===== config.mk =====
export PLATFORM = sky130hd
export DESIGN_NAME = bcu_top
export DESIGN_NICKNAME = d
export VERILOG_FILES = /design/src/rtl/bcu_pkg.sv /design/src/rtl/bcu_ctrl.sv /design/src/rtl/bcu_dp.sv /design/src/rtl/bcu_top.sv
export SDC_FILE = /design/constraint.sdc
export NUM_CORES = 1
export LEC_CHECK = 0
export CORE_MARGIN = 2
export CORE_UTILIZATION = 30
export CTS_CLUSTER_DIAMETER = 200
export DETAILED_ROUTE_END_ITERATION = 8
export HOLD_SLACK_MARGIN = 0.03
export MAX_ROUTING_LAYER = met4
export REMOVE_ABC_BUFFERS = 1
export SYNTH_ARGS = -nofsm -noshare
export SYNTH_HDL_FRONTEND = slang
export SYNTH_SLANG_ARGS = --single-unit

===== constraint.sdc =====
create_clock -name clk -period 8 [get_ports clk]
set_input_delay 2 -clock clk [delete_from_list [all_inputs] [get_ports clk]]
set_output_delay 2 -clock clk [all_outputs]
set_load 0.005 [all_outputs]

===== src/rtl/bcu_pkg.sv =====
package bcu_pkg;
  localparam int OFF_W = 8;
  localparam logic [7:0] BC_OPCODE = 8'hE2;

  typedef enum logic [1:0] {
    PH_Q1 = 2'd0,
    PH_Q2 = 2'd1,
    PH_Q3 = 2'd2,
    PH_Q4 = 2'd3
  } phase_e;

  typedef struct packed {
    logic grabOffset;
    logic pcLoad;
    logic pcStep;
  } dpStrobe_t;
endpackage


===== src/rtl/bcu_ctrl.sv =====
module bcu_ctrl
  import bcu_pkg::*;
(
  input  logic            clk,
  input  logic            rstN,
  input  logic [7:0]      opHigh,
  input  logic            carryIn,
  output dpStrobe_t       strobe,
  output logic [1:0]      phaseOut,
  output logic            flushOut
);
  phase_e phaseQ;
  logic   isBcQ;
  logic   takeQ;
  logic   flushQ;
  logic [1:0] phaseNext;

  assign phaseNext = phaseQ + 2'd1;

  always_ff @(posedge clk or negedge rstN) begin
    if (!rstN) begin
      phaseQ <= PH_Q1;
      isBcQ  <= 1'b0;
      takeQ  <= 1'b0;
      flushQ <= 1'b0;
    end else begin
      phaseQ <= phase_e'(phaseNext);
      case (phaseQ)
        PH_Q1: isBcQ <= !flushQ && (opHigh == BC_OPCODE);
        PH_Q2: ;
        PH_Q3: takeQ <= isBcQ && carryIn;
        PH_Q4: begin
          flushQ <= takeQ;
          takeQ  <= 1'b0;
          isBcQ  <= 1'b0;
        end
        default: ;
      endcase
    end
  end

  always_comb begin
    strobe.grabOffset = (phaseQ == PH_Q2) && !flushQ;
    strobe.pcLoad     = (phaseQ == PH_Q4) && takeQ;
    strobe.pcStep     = (phaseQ == PH_Q4) && !takeQ;
  end

  assign phaseOut = phaseQ;
  assign flushOut = flushQ;
endmodule


===== src/rtl/bcu_dp.sv =====
module bcu_dp
  import bcu_pkg::*;
#(
  parameter int              PC_W     = 16,
  parameter logic [PC_W-1:0] RESET_PC = '0
) (
  input  logic             clk,
  input  logic             rstN,
  input  dpStrobe_t        strobe,
  input  logic [OFF_W-1:0] offsetIn,
  output logic [PC_W-1:0]  pcOut
);
  localparam int EXT_W = PC_W - OFF_W - 1;
  localparam logic [PC_W-1:0] PC_INIT = {RESET_PC[PC_W-1:1], 1'b0};
  localparam logic [PC_W-1:0] WORD_BYTES = PC_W'(2);

  logic [OFF_W-1:0] offsetQ;
  logic [PC_W-1:0]  pcQ;
  logic [PC_W-1:0]  byteDisp;
  logic [PC_W-1:0]  targetPc;

  // Signed word offset -> byte displacement, sign-extended to the counter width
  assign byteDisp = {{EXT_W{offsetQ[OFF_W-1]}}, offsetQ, 1'b0};
  assign targetPc = pcQ + byteDisp;

  always_ff @(posedge clk or negedge rstN) begin
    if (!rstN) begin
      offsetQ <= '0;
      pcQ     <= PC_INIT;
    end else begin
      if (strobe.grabOffset) offsetQ <= offsetIn;
      if (strobe.pcLoad)      pcQ <= targetPc;
      else if (strobe.pcStep) pcQ <= pcQ + WORD_BYTES;
    end
  end

  assign pcOut = pcQ;
endmodule


===== src/rtl/bcu_top.sv =====
module bcu_top
  import bcu_pkg::*;
#(
  parameter int              PC_W     = 16,
  parameter logic [PC_W-1:0] RESET_PC = '0
) (
  input  logic            clk,
  input  logic            rstN,
  input  logic [15:0]     instrWord,
  input  logic            carryIn,
  output logic [PC_W-1:0] pc,
  output logic [1:0]      phase,
  output logic            flush
);
  dpStrobe_t strobe;

  bcu_ctrl u_ctrl (
    .clk      (clk),
    .rstN     (rstN),
    .opHigh   (instrWord[15:8]),
    .carryIn  (carryIn),
    .strobe   (strobe),
    .phaseOut (phase),
    .flushOut (flush)
  );

  bcu_dp #(.PC_W(PC_W), .RESET_PC(RESET_PC)) u_dp (
    .clk      (clk),
    .rstN     (rstN),
    .strobe   (strobe),
    .offsetIn (instrWord[OFF_W-1:0]),
    .pcOut    (pc)
  );
endmodule


==> flow_summary.ini <==
[worst_setup_path]
required_ps = 6000
max_stage_delay_ps = 570
path_buf_inv = 1
cp.arrival_ps = 1400
critPathSlowestCell = clkdlybuf4s50_1
cp-start-kind = register
crit_family = buffers and inverters
path_cells = clkdlybuf4s50_1
crit_type = register to primary output
end_kind = primary output
cp_max_fo = 13

[die]
dieHeight_um = 78.8
rows = 27
initial_utilization_pct = 30.7
fp.coreArea_mm2 = 0.00547
die_area_mm2 = 0.00622
fp.dieW_um = 78.8
io_pins = 38

[cts]
clkSinkCount = 28
htreeDepth = 1
cts_buffer_depth = 2
cts_root_buf = clkbuf_8
clk_latency_ps = 270
numCtsBuffers = 3
tritoncts = done
cts_hold_buf = 0
clk_pin_slew_ps = 100
postCtsResizedCells = 0
cts_setup_buffers = 0

[synth]
synth-seq-cells = 28
synth_cell_type_count = 40
synth-edff-count = 0
synth-seq-area-share_pct = 41.7
ys_warn_count = 0
yosys-top-cells-area = dfrtp_1 42%, mux2_2 11%, ha_1 8.2%
synth_top_area_share_pct = 41.7
synth_commonest_cells = 28 x dfrtp_1, 16 x mux2_2, 11 x ha_1, 9 x and3_1, 8 x nor2_1
postSynthCellCount = 156
async_flop_share_pct = 100
yosysMostFrequentCell = dfrtp_1
avgSynthCellArea_um2 = 10.8
synth_area_leader_cell = dfrtp_1
synth_flop_cell = dfrtp_1
netlist_area_mm2 = 0.00168

[global_route]
antenna_found_initial = 0
grt_max_degree = 29
grt_util_all_layers_pct = 12.2
grt_pass1_wl_um = 5840
grt_pass1_vias = 1257
grt_remaining_overflow = 0

[job]
drv_cap = 0

[sta]
fin_crit_ps = 3400
hold_viol = 0
fin_skew_ps = 1.83
rsz0062_at_grt = false
tightestPinTransition_ps = 706
drv_slew = 0
slew-limit-headroom_pct = 52.8
finalCritPeriodShare_pct = 42.5
final.setup.tns_ps = 0
worst_slack_ps = 4600
finalSetupViolations = 0
max_freq_mhz = 294

[cells_and_area]
antenna_cells = 0
regArea_um2 = 701
layout.nets = 223
utilization_pct = 39.6
layout-drive-gt1-share_pct = 12.6
final_area_mm2 = 0.00217
area_growth_pct = 28.9
nFillCells = 549
multiInputGateArea_um2 = 926
stdcell_count = 263

[detailed_routing]
wl_per_cell_um = 12.9
routed_wl_um = 3390
first_iter_violations = 40
antenna_left = 0
vias = 1255
dr.pass1.iters = 4
avgViaCountPerCell = 4.77
remaining_drc_errors = 0

[run_status]
status = finished, final reports clean

[placement]
place.gp.congestion = 0.797
place_inst = 259
portBuffers = 36
place_hpwl_um = 2570
pre_cts_slack_ps = 4870
placed_area_mm2 = 0.00211

[pwr]
worst_ir_drop_vdd_v = 0.0000797
power_density_mw_per_mm2 = 130
total_leakage_power_nw = 1.03

[hold_path]
holdCritPathClass = register to register
-- path summary, 6_finish.rpt --
kind | from | endpoint | slack [ps] | cells past startpoint
worst min-delay path | u_dp.pcOut[15] | u_dp.pcOut[15] | 480 | 1
max in group asynchronous | rstN | u_dp.pcOut[9] | 5630 | 2
worst max-delay path | u_dp.pcOut[8] | pc[8] | 4600 | 1
min in group asynchronous | rstN | u_dp.pcOut[2] | 2100 | 2
worst max register to register | u_ctrl.phaseOut[0] | u_dp.pcOut[11] | 4860 | 9
worst min register to register | u_dp.pcOut[15] | u_dp.pcOut[15] | 480 | 1
-- cell type report --
type	instances	share of cell area, %
inverter	7	1.21
sequential	28	32.4
multi-input combinational	115	42.7
tap	72	4.16
clock buffer	4	2.54
timing repair buffer	37	17.0
-- sequential cells by signal, summed over array words and instances, names as in the netlist --
name	flops
u_dp.offsetQ	8
u_ctrl.takeQ	1
u_ctrl.flushOut	1
u_ctrl.isBcQ	1
u_ctrl.phaseOut	2
u_dp.pcOut	15
-- metal layers --
layer  wire [um]  vias to the layer above  track usage (%)
li1            -                      629                -
met1        1680                      591             16.3
met2        1510                       31             18.5
met3         143                        4             2.16
met4          58                        0             4.83
met5           0                        -                -
-- power by group --
group          leakage [nW]   total, W  switching (W)  internal, W
Combinational         0.650  0.0000407      0.0000148    0.0000259
Clock                0.0288  0.0000881      0.0000440    0.0000440
Sequential            0.354   0.000153     0.00000540     0.000148
-- logic make-up (layout without fill, tap and decap cells) --
family                     count (synthesis)  in the layout  synth area share, %
AOI/OAI and AO/OA                         18             18                 9.01
xor gates and xnor gates                  11             11                 5.73
adders and majority gates                 12             12                 9.38
buffers and inverters                     13             48                 3.20
DFF                                       28             28                 41.7
muxes                                     21             21                 13.7
other                                      1              1                0.223
and+or+nand+nor                           52             52                 17.1
-- placed cells by master (no fill, tap or decap) --
master and count:
nor2b_1 2, buf_4 1, or4_4 1, a31o_1 1
xor2_1 5, o21ai_0 1, fa_1 1, a221oi_1 1
a2111o_1 1, a21o_1 2, a211o_1 1, nor2_1 8
clkbuf_8 4, clkdlybuf4s50_1 36, dfrtp_1 28, o21a_1 1
a41oi_1 1, mux2i_1 5, nor4_1 1, xnor2_1 6
a32o_1 1, o41ai_4 1, and2_0 1, a21oi_1 6
or3_1 2, nor3_1 5, nand2b_1 2, o211a_1 1
nand3_1 7, nand3b_1 2, nand4_1 2, and3_1 9
inv_1 7, and3_2 1, ha_1 11, mux2_2 16
nor4b_1 2, conb_1 1, nand2_1 7
-- through the flow --
step / hold slack [ps] / power (W)
finish: 482 / 0.000282
CTS: 486 / 0.000286
floorplan: 464 / 0.000172
global route: 528 / 0.000297
global placement: 471 / 0.000197
detailed placement: 462 / 0.000198
(Power assumes the default switching activity.)
